**config.mk**
```make
export PLATFORM = sky130hd
export DESIGN_NAME = eeprom_rd_slave
export DESIGN_NICKNAME = d
export VERILOG_FILES = /design/src/rtl/eeprom_rd_pkg.sv /design/src/rtl/i2c_cond_det.sv /design/src/rtl/rd_addr_ctr.sv /design/src/rtl/rd_slave_fsm.sv /design/src/rtl/eeprom_rd_slave.sv
export SDC_FILE = /design/constraint.sdc
export NUM_CORES = 1
export LEC_CHECK = 0
export BUFFER_PORTS_ARGS = -buffer_cell sky130_fd_sc_hd__buf_2
export CAP_MARGIN = 10
export CORE_MARGIN = 5
export CORE_UTILIZATION = 30
export CTS_BUF_LIST = sky130_fd_sc_hd__clkbuf_4
export DETAILED_ROUTE_END_ITERATION = 12
export SYNTH_ARGS = -nofsm -noshare
export SYNTH_HDL_FRONTEND = slang
export SYNTH_SLANG_ARGS = --single-unit
```
**constraint.sdc**
```tcl
create_clock -name clk -period 3.3 [get_ports clk]
set_clock_uncertainty 0.1 [all_clocks]
set_input_delay 0.33 -clock clk [delete_from_list [all_inputs] [get_ports clk]]
set_output_delay 0.33 -clock clk [all_outputs]
set_load 0.02 [all_outputs]
```
**src/rtl/eeprom_rd_pkg.sv**
```systemverilog
package eeprom_rd_pkg;

    // device-type nibble that leads every address byte
    localparam logic [3:0] DEV_TYPE = 4'b1101;

    typedef enum logic [3:0] {
        ST_IDLE,
        ST_DEVADDR,
        ST_DEV_ACK,
        ST_WADDR_HI,
        ST_HI_ACK,
        ST_WADDR_LO,
        ST_LO_ACK,
        ST_TX,
        ST_MACK,
        ST_WAIT
    } rd_state_e;

endpackage

```
**src/rtl/i2c_cond_det.sv**
```systemverilog
module i2c_cond_det #(
    parameter int SYNC_STAGES = 2
) (
    input  logic clk,
    input  logic rst_n,
    input  logic scl_in,
    input  logic sda_in,
    output logic scl_s,
    output logic sda_s,
    output logic scl_rise,
    output logic scl_fall,
    output logic start_det,
    output logic stop_det
);

    logic [SYNC_STAGES-1:0] scl_sync;
    logic [SYNC_STAGES-1:0] sda_sync;
    logic                   scl_p;
    logic                   sda_p;

    always_ff @(posedge clk or negedge rst_n) begin
        if (!rst_n) begin
            scl_sync <= '1;
            sda_sync <= '1;
            scl_p    <= 1'b1;
            sda_p    <= 1'b1;
        end else begin
            scl_sync <= {scl_sync[SYNC_STAGES-2:0], scl_in};
            sda_sync <= {sda_sync[SYNC_STAGES-2:0], sda_in};
            scl_p    <= scl_sync[SYNC_STAGES-1];
            sda_p    <= sda_sync[SYNC_STAGES-1];
        end
    end

    assign scl_s     = scl_sync[SYNC_STAGES-1];
    assign sda_s     = sda_sync[SYNC_STAGES-1];
    assign scl_rise  = scl_s & ~scl_p;
    assign scl_fall  = ~scl_s & scl_p;
    // data edges while the clock stays high mark bus conditions
    assign start_det = scl_s & scl_p & sda_p & ~sda_s;
    assign stop_det  = scl_s & scl_p & ~sda_p & sda_s;

endmodule

```
**src/rtl/rd_addr_ctr.sv**
```systemverilog
module rd_addr_ctr #(
    parameter int ADDR_W    = 16,
    parameter int MEM_DEPTH = 1024
) (
    input  logic              clk,
    input  logic              rst_n,
    input  logic              load,
    input  logic [ADDR_W-1:0] load_val,
    input  logic              inc,
    output logic [ADDR_W-1:0] addr
);

    localparam logic [ADDR_W-1:0] TOP_ADDR = ADDR_W'(MEM_DEPTH - 1);

    logic [ADDR_W-1:0] addr_q;

    always_ff @(posedge clk or negedge rst_n) begin
        if (!rst_n) begin
            addr_q <= '0;
        end else if (load) begin
            addr_q <= load_val;
        end else if (inc) begin
            if (addr_q == TOP_ADDR) addr_q <= '0;
            else                    addr_q <= addr_q + ADDR_W'(1);
        end
    end

    assign addr = addr_q;

endmodule

```
**src/rtl/rd_slave_fsm.sv**
```systemverilog
module rd_slave_fsm
    import eeprom_rd_pkg::*;
#(
    parameter int         ADDR_W  = 16,
    parameter logic [2:0] DEV_SEL = 3'b010
) (
    input  logic              clk,
    input  logic              rst_n,
    input  logic              sda_s,
    input  logic              scl_rise,
    input  logic              scl_fall,
    input  logic              start_det,
    input  logic              stop_det,
    input  logic [7:0]        mem_rdata,
    output logic              sda_oe,
    output logic              ctr_load,
    output logic [ADDR_W-1:0] ctr_load_val,
    output logic              ctr_inc,
    output rd_state_e         state,
    output logic [7:0]        rx_byte
);

    rd_state_e  state_q, state_d;
    logic [2:0] cnt_q;
    logic [7:0] rx_q;
    logic [7:0] tx_q;
    logic [7:0] hi_q;
    logic       full_q;
    logic       mack_q;
    logic       dev_match;
    logic       bus_cond;

    assign dev_match = (rx_q[7:4] == DEV_TYPE) && (rx_q[3:1] == DEV_SEL);
    assign bus_cond  = start_det | stop_det;

    // next-state decision
    always_comb begin
        state_d = state_q;
        if (stop_det) begin
            state_d = ST_IDLE;
        end else if (start_det) begin
            state_d = ST_DEVADDR;
        end else begin
            unique case (state_q)
                ST_IDLE:     state_d = ST_IDLE;
                ST_DEVADDR:  if (scl_fall && full_q) state_d = dev_match ? ST_DEV_ACK : ST_WAIT;
                ST_DEV_ACK:  if (scl_fall) state_d = rx_q[0] ? ST_TX : ST_WADDR_HI;
                ST_WADDR_HI: if (scl_fall && full_q) state_d = ST_HI_ACK;
                ST_HI_ACK:   if (scl_fall) state_d = ST_WADDR_LO;
                ST_WADDR_LO: if (scl_fall && full_q) state_d = ST_LO_ACK;
                ST_LO_ACK:   if (scl_fall) state_d = ST_WAIT;
                ST_TX:       if (scl_fall && cnt_q == 3'd7) state_d = ST_MACK;
                ST_MACK:     if (scl_fall) state_d = mack_q ? ST_TX : ST_WAIT;
                ST_WAIT:     state_d = ST_WAIT;
                default:     state_d = ST_IDLE;
            endcase
        end
    end

    // state register
    always_ff @(posedge clk or negedge rst_n) begin
        if (!rst_n) state_q <= ST_IDLE;
        else        state_q <= state_d;
    end

    // bit counter, shifters and captured bytes
    always_ff @(posedge clk or negedge rst_n) begin
        if (!rst_n) begin
            cnt_q  <= '0;
            rx_q   <= '0;
            tx_q   <= '0;
            hi_q   <= '0;
            full_q <= 1'b0;
            mack_q <= 1'b0;
        end else if (bus_cond) begin
            cnt_q  <= '0;
            full_q <= 1'b0;
        end else begin
            unique case (state_q)
                ST_DEVADDR, ST_WADDR_HI, ST_WADDR_LO: begin
                    if (scl_rise) begin
                        rx_q  <= {rx_q[6:0], sda_s};
                        cnt_q <= cnt_q + 3'd1;
                        if (cnt_q == 3'd7) full_q <= 1'b1;
                    end
                    if (scl_fall && full_q) begin
                        full_q <= 1'b0;
                        if (state_q == ST_WADDR_HI) hi_q <= rx_q;
                    end
                end
                ST_TX: begin
                    if (scl_fall) begin
                        if (cnt_q == 3'd7) begin
                            cnt_q <= '0;
                        end else begin
                            cnt_q <= cnt_q + 3'd1;
                            tx_q  <= {tx_q[6:0], 1'b0};
                        end
                    end
                end
                ST_MACK: begin
                    if (scl_rise) mack_q <= ~sda_s;
                end
                default: ;
            endcase
            if (state_d == ST_TX && state_q != ST_TX) begin
                tx_q  <= mem_rdata;
                cnt_q <= '0;
            end
        end
    end

    // outputs
    always_comb begin
        sda_oe       = 1'b0;
        ctr_load     = 1'b0;
        ctr_inc      = 1'b0;
        ctr_load_val = ADDR_W'({hi_q, rx_q});
        unique case (state_q)
            ST_DEV_ACK, ST_HI_ACK, ST_LO_ACK: sda_oe = 1'b1;
            ST_TX: begin
                sda_oe  = ~tx_q[7];
                ctr_inc = scl_fall && (cnt_q == 3'd7) && !bus_cond;
            end
            ST_WADDR_LO: ctr_load = scl_fall && full_q && !bus_cond;
            default: ;
        endcase
    end

    assign state   = state_q;
    assign rx_byte = rx_q;

endmodule

```
**src/rtl/eeprom_rd_slave.sv**
```systemverilog
module eeprom_rd_slave
    import eeprom_rd_pkg::*;
#(
    parameter int         ADDR_W      = 16,
    parameter int         MEM_DEPTH   = 1024,
    parameter logic [2:0] DEV_SEL     = 3'b010,
    parameter int         SYNC_STAGES = 2
) (
    input  logic              clk,
    input  logic              rst_n,
    input  logic              scl_in,
    input  logic              sda_in,
    output logic              sda_oe,
    output logic [ADDR_W-1:0] mem_addr,
    input  logic [7:0]        mem_rdata
);

    logic              scl_s;
    logic              sda_s;
    logic              scl_rise;
    logic              scl_fall;
    logic              start_det;
    logic              stop_det;
    logic              ctr_load;
    logic              ctr_inc;
    logic [ADDR_W-1:0] ctr_load_val;
    rd_state_e         state;
    logic [7:0]        rx_byte;

    i2c_cond_det #(.SYNC_STAGES(SYNC_STAGES)) cond_i (
        .clk       (clk),
        .rst_n     (rst_n),
        .scl_in    (scl_in),
        .sda_in    (sda_in),
        .scl_s     (scl_s),
        .sda_s     (sda_s),
        .scl_rise  (scl_rise),
        .scl_fall  (scl_fall),
        .start_det (start_det),
        .stop_det  (stop_det)
    );

    rd_slave_fsm #(.ADDR_W(ADDR_W), .DEV_SEL(DEV_SEL)) fsm_i (
        .clk          (clk),
        .rst_n        (rst_n),
        .sda_s        (sda_s),
        .scl_rise     (scl_rise),
        .scl_fall     (scl_fall),
        .start_det    (start_det),
        .stop_det     (stop_det),
        .mem_rdata    (mem_rdata),
        .sda_oe       (sda_oe),
        .ctr_load     (ctr_load),
        .ctr_load_val (ctr_load_val),
        .ctr_inc      (ctr_inc),
        .state        (state),
        .rx_byte      (rx_byte)
    );

    rd_addr_ctr #(.ADDR_W(ADDR_W), .MEM_DEPTH(MEM_DEPTH)) ctr_i (
        .clk      (clk),
        .rst_n    (rst_n),
        .load     (ctr_load),
        .load_val (ctr_load_val),
        .inc      (ctr_inc),
        .addr     (mem_addr)
    );

endmodule

```
==> summary by stage, run 1 <==
Global route
The via count of the first global-routing pass came to 2,175. The overall routing resource usage is between 10% and 20%. The wire length of the first global-routing pass is approximately 11,000 um. The initial antenna violation count is 0. The routing usage on met3 is approximately 1.5%.

The total overflow reported by the global router is 0. The routing usage on met2 is 18.9%. For this run, global-route usage on met1 was measured as about 17%.

The layer carrying the most global-route usage is met2. Entering global routing, the biggest net connects 35 pins.

Critical path
In this design, the stage delay of the slowest critical-path cell is 0.67 ns. The startpoint of the worst-slack reg-to-reg timing path is cond_i.scl_p$_DFF_PN1_. The endpoint identified for the worst register-to-register timing path is fsm_i.tx_q[7]$_DFFE_PN0P_. The setup check on the worst reg-to-reg path leaves a slack of roughly 0.57 ns.

The largest individual stage delay along the critical path comes from the cell dfstp_2. The sum of buffers and inverters on the critical path is 0. The critical path in this run is classified as reg -> reg. The signal on the critical path passes through nor2b_4 -> a21oi_1 -> a2111oi_0 -> nor3_2 -> or3_1 -> o221a_1. The element type at the critical path end is a flip-flop. On the critical path the largest part of the delay comes from simple AND/OR/NAND/NOR gates.

The signal arrival time at the worst endpoint is 2.91 ns. STA puts the critical path data required time at roughly 3.5 ns. For the worst flop-to-flop path, the logic depth is 6. The kind of start point of the critical path is a flip-flop. The maximum fanout count along the critical path is 10.

Power and ir drop
The net switching power figure is 0.000387 W. The static leakage power is ~1.5 nW. Cell internal power was estimated by the tool at ~0.00098 W.

The sequential group share of total power is between 60 and 70%. The power share of the clock group is between 20 and 30%. The cell area power density is between 400 and 500 nW/um2. VDD sags by at most roughly 0.18 mV. The switching power as a share of total power is around 28%. The share of total power in combinational logic is a little under an eighth.

Drt
In this run the remaining antenna-violating nets after routing total 0. The DRC violation count after routing is 0. The detailed-route via count is 2,333. Using the TritonRoute via totals, the vias-per-cell ratio works out to 5.27. The wire length reported by the detailed router is roughly 7000 um. The number of violations reported at the end of detailed-routing iteration 0 is ~180. The routed length per instance is about 16 um.

Before antenna repair, the detailed router went through 4 iterations.

Finish
The final net count is 324. The layout cell share with drive strength beyond 1 is roughly 25%. After filler insertion, the fill cell instance count of the layout stands at 992. The total inserted antenna cells is 0. The area added between synthesis and finish is 12.2%. The core utilization of the finished layout is 34.1%. The finished layout holds 443 standard cells, fillers aside.

Placement
The final RePlAce weighted congestion is between 0.8 and 0.9. The number of buffers added on ports is 28. The HPWL after detailed placement is ~4900 um. In this run, placement finished with an instance count of about 430.

Synth
The number of different library cells in the post-synthesis netlist is 62. The net count of the mapped netlist is 296. Dividing the synthesized area by the synthesized cell count gives ~10 um2. Sequential cells were found to cover 47.0% of the synthesized design area.

Summing every instance area after synthesis gives slightly below 3000 um2. Synthesis produced approximately 280 cells. By area the synthesized netlist is led by dfrtp_1 (42%), mux2_2 (6.1%), dfstp_2 (5.4%).

For this run, the number of Yosys warnings is 0. Counting flops and latches in the post-synthesis netlist gives between 50 and 60. The share of synthesized flip-flops with an asynchronous set or reset is 100%. Yosys mapped a number of flops with a built-in enable equal to 0.

The proportion of netlist area held by the largest area contributor is between 40% and 50%. The dominant synthesized flop cell is dfrtp_1. The largest total area in the synthesized netlist belongs to dfrtp_1.

Clocking
The CTS sink count is 55. The clock passes through at most 2 buffers. The count of instances resized after the clock tree is built is 0. Clock latency on the worst-skew pair, taken at its later pin, is around 0.38 ns. The clock tree root driver cell is clkbuf_4. The H-tree was split into 2 levels. The number of clock buffers added by TritonCTS is 5. The hold buffer count at cts is 3. The clock tree from TritonCTS is built. After clock tree synthesis, the clock-pin slew on the worst setup and hold paths is around 0.16 ns. Post-CTS timing repair inserted 0 buffers for setup.

STA
After layout, the minimum clock period comes to 2.73 ns. Setup violations remaining at the end of the flow were counted as 0. The final count of hold timing violations was 0. In the finished design, the share of the clock period the worst path needs comes to around 83%.

The slew at the pin closest to its max-slew limit is 0.773 ns. The number of pins with negative max-slew slack in the final report is 0. Based on the critical path, the design can be clocked at up to approximately 370 MHz.

The post-route setup TNS is 0 ns. Setup repair after global routing left no endpoint under its margin. The worst pin sits at a relative slew slack of between 40% and 50%.

Hold path
The worst hold path passes through 2 cells. The path with the worst hold slack has its endpoint at fsm_i.tx_q[0]$_DFFE_PN0P_. The startpoint of the most critical hold path is mem_rdata[0]. The class of the worst hold path is in -> reg.

Floorplanning
The floorplan step set the die height to roughly 110 um. From left edge to right edge, the die measures approximately 110 um. In this run the count of I/O pins placed on the die edge is 29. For this configuration, the core starts out at a cell density of about 30%. The standard cell core area is around 9700 um2. The die covers around 12,000 um2. The floorplan has 36 rows.

Run
Max-cap violations in this run came to 0.

Status
The run finished with clean final reports.
-- state kept, by name, summed over array words and instances, names as in the netlist --
signal / count
cond_i.scl_p: 1
cond_i.sda_p: 1
cond_i.scl_sync: 2
fsm_i.full_q: 1
fsm_i.tx_q: 8
cond_i.sda_sync: 2
fsm_i.state: 4
fsm_i.cnt_q: 3
fsm_i.mack_q: 1
fsm_i.hi_q: 8
ctr_i.addr: 16
fsm_i.rx_byte: 8
-- worst reg2reg max path: stages, from the launching register on --
cell       delay [ns]
dfstp_2          0.67
nor2b_4          0.29
a21oi_1          0.09
a2111oi_0        0.55
nor3_2           0.17
or3_1            0.50
o221a_1          0.28
-- per-stage QoR --
step,total power [W],worst slack [ns],hold WS (ns),area (um2)
floorplan,0.000934,0.839,-0.0656,2940
global placement,0.00100,0.684,0.246,3190
detailed placement,0.00101,0.601,0.247,3190
CTS,0.00138,0.575,0.0563,3300
global route,0.00144,0.389,0.0559,3300
finish,0.00137,0.571,0.0644,3300
-- power by group through the flow --
stage	logic, W	registers (W)	clock network (W)
final	0.000159	0.000839	0.000371
after global routing	0.000178	0.000849	0.000408
after CTS	0.000161	0.000837	0.000385
after detailed placement	0.000158	0.000849	0
after global placement	0.000154	0.000849	0
after floorplan	0.000134	0.000800	0
-- metal layers --
layer,wire length [um],part of all wire (%)
met2,3320,48
met5,0,0
met4,67,0.97
met3,342,4.9
met1,3210,46
-- placed cells by master, fill, tap and decap left out, types with 7 or more instances in the layout --
master   instances
dfrtp_1         49
nor2_1          16
mux2_2          16
buf_2           28
nand2_1         27
o221a_1          7
nand3_1         13
o21ai_0         12
nor3_1           7
a21oi_1          9
inv_1            8
-- worst max path at each step --
stage / start / endpoint / slack [ns] / cells after the start
floorplan: cond_i.scl_p$_DFF_PN1_ / fsm_i.tx_q[1]$_DFFE_PN0P_ / 0.84 / 9
global placement: cond_i.scl_p$_DFF_PN1_ / fsm_i.tx_q[4]$_DFFE_PN0P_ / 0.68 / 6
detailed placement: cond_i.scl_p$_DFF_PN1_ / fsm_i.tx_q[4]$_DFFE_PN0P_ / 0.60 / 6
CTS: cond_i.scl_p$_DFF_PN1_ / fsm_i.tx_q[7]$_DFFE_PN0P_ / 0.57 / 6
finish: cond_i.scl_p$_DFF_PN1_ / fsm_i.tx_q[7]$_DFFE_PN0P_ / 0.57 / 6
global route: cond_i.scl_p$_DFF_PN1_ / fsm_i.tx_q[6]$_DFFE_PN0P_ / 0.39 / 6
-- final cells by class --
| type | instances | area, um2 | share of cell area [%] |
|---|---|---|---|
| clock buffer | 5 | 37.5 | 1.14 |
| clock inverter | 3 | 38.8 | 1.18 |
| sequential | 55 | 1380 | 41.9 |
| multi-input combinational | 203 | 1440 | 43.5 |
| timing repair buffer | 36 | 208 | 6.29 |
| tap | 133 | 166 | 5.04 |
| inverter | 8 | 30.0 | 0.910 |
-- kinds of logic (layout without fill, tap and decap cells) --
group	Yosys count	count (layout)	synth area share (%)
simple gates	113	113	22.1
compound gates	66	66	17.7
mux	19	19	7.15
xor+xnor	2	2	0.596
buf+inv	23	52	4.13
flops	55	55	47.0
fa+ha+maj	3	3	1.28
-- cell usage after synthesis (all sizes together), types with 7 or more instances --
library cell,count
or2,7
o21ai,12
o221a,7
nand2,27
buf,10
nor3,8
nor2,16
inv,8
nand3,13
a21oi,9
dfrtp,49
mux2,16
Power figures use the tool's default switching activity.
==> run 2, diff against run 1 <==
==> constraint.sdc (replaced) <==
create_clock -name clk -period 2.4 [get_ports clk]
set_clock_uncertainty 0.1 [all_clocks]
set_input_delay 0.24 -clock clk [delete_from_list [all_inputs] [get_ports clk]]
set_output_delay 0.24 -clock clk [all_outputs]
set_load 0.02 [all_outputs]
==> summary by stage, run 2 (synthesized netlist as in run 1, its figures left out) <==
Critical path
STA classifies the critical path startpoint as a flip-flop. The element type at the critical path end is a flip-flop. The worst setup path is of the reg -> reg kind. The sum of buffers and inverters on the critical path is 2 (+2).

The launching instance or port of the critical path is cond_i.scl_p$_DFF_PN1_. Traced cell by cell, the critical path runs through nand3b_4 -> or3_4 -> a32o_2 -> nor3_4 -> buf_6 -> o31ai_4 -> buf_4 -> o221a_1. The startpoint of the worst-slack reg-to-reg timing path is cond_i.scl_p$_DFF_PN1_. The cell at the slowest stage of the critical path is dfstp_2. The cell class contributing the biggest share of worst-path delay is simple AND/OR/NAND/NOR gates.

The maximum fanout count along the critical path is 7 (-3). The signal arrival time at the worst endpoint came to 2.53 ns (-0.38 ns). The worst endpoint required time was 2.59 ns (-0.89 ns). The delay of the slowest critical-path stage is 0.65 ns (-0.02 ns).

Global route
The overall routing resource usage is 12.7% (+0.69 points). The via count of the first global-routing pass is 2,372 (+9.1%). The wire length of the first global-routing pass is 12,000 um (+5.8%). The initial antenna violation count is 0 (unchanged). The total overflow reported by the global router was 0 (unchanged). The maximum number of pins on one net before global-route repair is 56 (+60%).

Power and ir drop
The net switching power figure is 0.000567 W (+47%). The sequential group share of total power is 55.8% (-5.5 points). The share of total power in combinational logic came to 18.5% (+6.9 points). The cell area power density came to 552 nW/um2 (+33%). The static leakage power was 1.63 nW (+12%). The maximum resistive drop on vdd is 0.210 mV (+19%). The power share of the clock group is 25.7% (-1.4 points).

The switching power as a share of total power is 28.3% (+0.11 points). The internal portion of total power is 0.00143 W (+46%). The total design power was 0.00200 W (+46%).

Drt
The number of iterations in the first detailed-routing pass was 4 (unchanged). The count of nets left with antenna violations after detail routing is 0 (unchanged). The detailed-route via count is 2,452 (+5.1%). The wire length reported by the detailed router is 7570 um (+9.1%). The number of violations reported at the end of detailed-routing iteration 0 was 144 (-19%). The routed length per instance is 15.9 um (+1.8%). The DRC violation count after routing came to 0 (unchanged). The via density per instance is 5.16 (-2.0%).

Floorplanning
The number of placement rows is 36 (unchanged). The overall die width is 109 um (unchanged). The I/O pin count is 29 (unchanged). The floorplan die area came to 11,900 um2 (unchanged).

The standard cell core area is 9680 um2 (unchanged). The vertical die dimension came to 109 um (unchanged). The initial core utilization is 30.4% (unchanged).

Clocking
The insertion delay of the later-clocked pin in the worst-skew pair came to 0.38 ns (about the same). The clock tree root driver cell is clkbuf_4. The number of buffers on the longest clock path is 2 (unchanged). The maximum level of the CTS H-tree is 2 (unchanged). The clock tree from TritonCTS is built. The clock-pin slew of the registers on the worst-case setup and hold paths is 0.16 ns (about the same). The number of buffers added by the clock tree synthesis step is 5 (unchanged). The CTS sink count is 55 (unchanged).

Finish
The total inserted antenna cells is 0 (unchanged). The layout filler cell count is 963 (-2.9%). The area taken by multi-input logic gates is 1500 um2 (+4.7%).

In the layout the commonest cells are dfrtp_1 (47), buf_4 (35), buf_2 (28), nand2_1 (27). The filler-free cell count of the finished design is 475 (+7.2%). The library cell used most frequently in the layout, excluding fill and tap cells, is dfrtp_1. The number of flip-flops under the largest register name is 16 (unchanged). The post-route standard cell area excluding fillers came to 3620 um2 (+9.7%).

The layout cell share with drive strength beyond 1 is 35.7% (+11 points). The area added between synthesis and finish is 23.1%. The final net count is 356 (+9.9%). The footprint of the flip-flops and latches came to 1390 um2 (+0.18%).

Run
The number of maximum-capacitance violations came to 0 (unchanged).

STA
The final critical-path share of the clock period is 97.5% (+15 points). The maximum operating frequency is 428 MHz (+17%). The final count of hold timing violations is 0 (unchanged).

The total of endpoints with negative setup slack in the final report came to 0 (unchanged). The headroom to the max-slew limit came to 54.5% (+6.1 points). The post-route setup TNS is 0 ns (unchanged).

The minimum clock period came to 2.34 ns (-0.390 ns). The slew at the pin closest to its max-slew limit is 0.683 ns (-0.0908 ns). The number of pins with negative max-slew slack in the final report is 0 (unchanged).

Hold path
The worst hold path begins at mem_rdata[3]. The class of the worst hold path is in -> reg.

Placement
The placed instance area came to 3390 um2 (+6.2%). The number of buffers added on ports was 28 (unchanged). The HPWL after detailed placement is 5430 um (+10%). The final RePlAce weighted congestion came to 0.920 (+11%). The total placed cells including tap cells is 457 (+5.8%).

Status
The run finished with clean final reports.
[run 2: changes by cell type in the layout (fill, tap and decap cells not counted), sizes merged]
cell         previous run  this run
dlygate4sd3             3         4
buf                    33        64
[run 2: layout make-up]
| class | count | share of cell area [%] |
|---|---|---|
| tap | 133 | 4.59 |
| timing repair buffer | 68 | 12.5 |
| sequential | 55 | 38.3 |
| multi-input combinational | 203 | 41.5 |
| clock inverter | 3 | 1.21 |
| inverter | 8 | 0.829 |
| clock buffer | 5 | 1.04 |
[run 2: worst register-to-register path: stages, from the launching register on]
cell	delay, ns
dfstp_2	0.65
nand3b_4	0.11
or3_4	0.35
a32o_2	0.27
nor3_4	0.20
buf_6	0.13
o31ai_4	0.06
buf_4	0.17
o221a_1	0.23
[run 2: metrics by stage]
stage	util, %	hold slack [ns]	setup slack (ns)
4_1_cts	36.4	0.0122	0.0256
5_1_grt	37.4	0.0151	-0.0564
6_report	37.4	0.0226	0.0611
3_3_place_gp	35.0	0.246	0.0654
2_1_floorplan	-	-0.156	-0.00802
3_5_place_dp	35.0	0.248	-0.00176
[run 2: what timing repair did]
action,4_1_cts,5_1_grt
endpoints found under the setup margin,6,16
pin swaps,1,6
endpoints found under the hold margin,52,0
resized for setup,2,13
setup buffers,0,6
hold buffers,4,0
[run 2: power groups by stage]
stage | combinational, W | sequential [W] | clock, W
detailed placement | 0.000343 | 0.00113 | 0
finish | 0.000369 | 0.00112 | 0.000514
CTS | 0.000350 | 0.00111 | 0.000535
global placement | 0.000334 | 0.00112 | 0
floorplan | 0.000186 | 0.00110 | 0
global route | 0.000408 | 0.00112 | 0.000566
[run 2: routing by layer]
| layer | up-vias | track usage (%) | wire length (um) |
|---|---|---|---|
| li1 | 1170 | - | - |
| met2 | 76 | 20.6 | 3640 |
| met1 | 1197 | 17.7 | 3440 |
| met5 | - | 0 | 0 |
| met3 | 9 | 1.66 | 388 |
| met4 | 0 | 3.61 | 102 |
[run 2: worst paths after layout]
| kind | end | slack [ns] | depth (start not counted) |
|---|---|---|---|
| worst min register to register | cond_i.sda_sync[1]$_DFF_PN1_ | 0.27 | 0 |
| worst max-delay path | fsm_i.tx_q[7]$_DFFE_PN0P_ | 0.06 | 8 |
| max in group asynchronous | fsm_i.state[0]$_DFF_PN0_ | 1.30 | 3 |
| worst min-delay path | fsm_i.tx_q[3]$_DFFE_PN0P_ | 0.02 | 2 |
| min in group asynchronous | ctr_i.addr[8]$_DFFE_PN0P_ | 0.38 | 3 |
| worst max register to register | fsm_i.tx_q[7]$_DFFE_PN0P_ | 0.06 | 8 |
==> run 3, diff against run 2 <==
--- a/config.mk
+++ b/config.mk
@@ -7,10 +7,12 @@
 export LEC_CHECK = 0
 export BUFFER_PORTS_ARGS = -buffer_cell sky130_fd_sc_hd__buf_2
 export CAP_MARGIN = 10
+export CORE_ASPECT_RATIO = 0.5
 export CORE_MARGIN = 5
-export CORE_UTILIZATION = 30
+export CORE_UTILIZATION = 28
 export CTS_BUF_LIST = sky130_fd_sc_hd__clkbuf_4
 export DETAILED_ROUTE_END_ITERATION = 12
+export SLEW_MARGIN = 20
 export SYNTH_ARGS = -nofsm -noshare
 export SYNTH_HDL_FRONTEND = slang
 export SYNTH_SLANG_ARGS = --single-unit
==> summary by stage, run 3 (synthesized netlist as in run 1, its figures left out) <==
Drt
Routed signal wires occupy layers up through met4. The count of nets left with antenna violations after detail routing is 0 (unchanged). The sum of routed wire segments on met1 came to 3480 um (+1.0%). The DRC violation count after routing was 0 (unchanged). The number of violations reported at the end of detailed-routing iteration 0 is 141 (-2.1%).

The detailed-routed wire length on met3 is 305 um (-21%). The routed length per instance is 15.4 um (-3.3%). The wire length reported by the detailed router came to 7410 um (-2.1%). The detailed-route via count is 2,451 (-0.041%).

The detailed-routed wire length on met2 is 3540 um (-2.6%). The via density per instance is 5.10 (-1.3%). The number of iterations in the first detailed-routing pass was 4 (unchanged).

Power and ir drop
The net switching power figure was 0.000553 W (-2.5%). The cell area power density is 527 nW/um2 (-4.6%). The sequential group share of total power is 58.2% (+2.4 points). The total design power is 0.00189 W (-5.4%). The power share of the clock group is 22.3% (-3.4 points). The switching power as a share of total power was 29.2% (+0.87 points). The maximum resistive drop on vdd is 0.162 mV (-23%).

The static leakage power is 1.61 nW (-1.8%). The internal portion of total power is 0.00134 W (-6.6%). The share of total power in combinational logic came to 19.5% (+1.0 points).

Clocking
The number of buffers on the longest clock path was 2 (unchanged). The insertion delay of the later-clocked pin in the worst-skew pair was 0.38 ns (about the same). The maximum level of the CTS H-tree was 2 (unchanged). TritonCTS built the clock tree. The number of buffers added by the clock tree synthesis step is 5 (unchanged).

The clock-pin slew of the registers on the worst-case setup and hold paths was 0.16 ns (about the same). The CTS sink count is 55 (unchanged). The clock tree root driver cell is clkbuf_4.

Critical path
The start-to-end type of the worst setup path is reg -> reg. The maximum fanout count along the critical path is 8 (+1). Traced cell by cell, the critical path runs through nor2b_4 -> nor2_1 -> a2111oi_4 -> nor3_4 -> buf_4 -> o31ai_4 -> o221a_1. The cell at the slowest stage of the critical path is dfstp_2. The signal arrival time at the worst endpoint is 2.53 ns (about the same).

The worst setup path is launched from a flip-flop. The worst endpoint required time came to 2.63 ns (+0.04 ns). The element type at the critical path end is a flip-flop.

The delay of the slowest critical-path stage is 0.61 ns (-0.04 ns).

Hold path
The path class of the tightest hold or removal check is in -> reg.

Finish
The layout cell share with drive strength beyond 1 is 34.3% (-1.4 points). The final net count is 355 (-0.28%). The layout filler cell count is 1,062 (+10%). Relative to the synthesized area, the layout overhead comes to 22.1%.

The library cell used most frequently in the layout, excluding fill and tap cells, is dfrtp_1. The core utilization of the finished layout came to 35.2% (-2.2 points). The total inserted antenna cells came to 0 (unchanged). The number of flip-flops under the largest register name is 16 (unchanged).

The library cells used most frequently in the layout, excluding fill and tap cells, are dfrtp_1 (48), buf_4 (33), buf_2 (28), nand2_1 (27), mux2_2 (16).

STA
The number of pins with negative max-slew slack in the final report is 0 (unchanged). Setup repair after global routing left no endpoint under its margin. The final critical-path share of the clock period is 96.1% (-1.4 points). The total of endpoints with negative setup slack in the final report came to 0 (unchanged). The post-route setup TNS is 0 ns (unchanged). The minimum clock period came to 2.31 ns (-0.0326 ns). The smallest setup slack after layout came to 0.0937 ns (+0.0326 ns). The headroom to the max-slew limit is 63.7% (+9.2 points).

The maximum operating frequency is 434 MHz (+1.4%). The slew at the pin closest to its max-slew limit is 0.544 ns (-0.138 ns). The final count of hold timing violations is 0 (unchanged).

Floorplanning
The vertical die dimension is 82.5 um (-24%). The standard cell core area is 10,200 um2 (+5.5%). The number of placement rows is 26 (-28%). The floorplan die area is 12,800 um2 (+7.5%). The overall die width is 155 um (+42%). The initial core utilization is 28.8% (-1.6 points). The I/O pin count was 29 (unchanged).

Placement
The final RePlAce weighted congestion came to 0.876 (-4.8%). The number of buffers added on ports came to 28 (unchanged). The post-placement worst setup slack was 0.00168 ns (+0.00344 ns).

The HPWL after detailed placement is 5500 um (+1.3%).

Global route
The via count of the first global-routing pass is 2,338 (-1.4%). The overall routing resource usage is 12.0% (-0.72 points). The initial antenna violation count was 0 (unchanged). The total overflow reported by the global router is 0 (unchanged). The wire length of the first global-routing pass is 12,200 um (+1.2%).

The maximum number of pins on one net before global-route repair is 26 (-54%).

Status
The flow ran to the end, and the final reports show no timing, DRC or antenna violations.

Run
The number of maximum-capacitance violations is 0 (unchanged).
==> run 3: repair_timing <==
item	4_1_cts	5_1_grt
resized for setup	1	10
buffers inserted	0	3
hold endpoints to repair	26	2
pin swaps	1	4
hold buffers	4	2
setup endpoints to repair	7	19
==> run 3: worst max-delay path: cells and delay by family (launching register included) <==
kind / cells / cell delay, ns
AOI/OAI and AO/OA: 3 / 1.04
buffers and inverters: 1 / 0.16
DFF: 1 / 0.61
and+or+nand+nor: 3 / 0.36
==> run 3: cell type report <==
type	instances	area, um2	area share (%)
Timing Repair Buffer	67	448	12.5
Inverter	8	30.0	0.836
Multi-Input combinational cell	203	1500	41.6
Tap cell	140	175	4.88
Clock inverter	2	12.5	0.348
Clock buffer	6	45.0	1.25
Sequential cell	55	1390	38.6
==> run 3: final timing paths <==
check	start	end	slack [ns]	depth (start not counted)
hold / removal	mem_rdata[4]	fsm_i.tx_q[4]$_DFFE_PN0P_	0.04	2
setup reg to reg	cond_i.scl_p$_DFF_PN1_	fsm_i.tx_q[1]$_DFFE_PN0P_	0.09	7
min in group asynchronous	rst_n	ctr_i.addr[6]$_DFFE_PN0P_	0.26	2
max in group asynchronous	rst_n	cond_i.sda_p$_DFF_PN1_	1.24	3
setup / recovery	cond_i.scl_p$_DFF_PN1_	fsm_i.tx_q[1]$_DFFE_PN0P_	0.09	7
hold reg to reg	cond_i.sda_sync[0]$_DFF_PN1_	cond_i.sda_sync[1]$_DFF_PN1_	0.27	0
==> run 3: through the flow <==
| step | instance area (um2) | cells | hold WS [ns] |
|---|---|---|---|
| after floorplan | 2950 | 281 | -0.156 |
| after global placement | 3400 | 464 | 0.159 |
| after detailed placement | 3400 | 464 | 0.162 |
| after CTS | 3500 | 476 | 0.00661 |
| after global routing | 3590 | 481 | -0.00193 |
| final | 3590 | 481 | 0.0365 |
==> run 3: per-layer routing <==
| metal | GRT usage (%) | up-vias |
|---|---|---|
| met5 | 0 | - |
| met1 | 15.8 | 1206 |
| met2 | 20.2 | 52 |
| met4 | 3.52 | 0 |
| li1 | - | 1185 |
| met3 | 2.39 | 8 |
==> run 3: power by group through the flow <==
stage | sequential, W | combinational, W | clock (W)
2_1_floorplan | 0.00110 | 0.000186 | 0
3_3_place_gp | 0.00112 | 0.000320 | 0
3_5_place_dp | 0.00113 | 0.000323 | 0
4_1_cts | 0.00111 | 0.000330 | 0.000448
5_1_grt | 0.00112 | 0.000407 | 0.000484
6_report | 0.00110 | 0.000369 | 0.000422
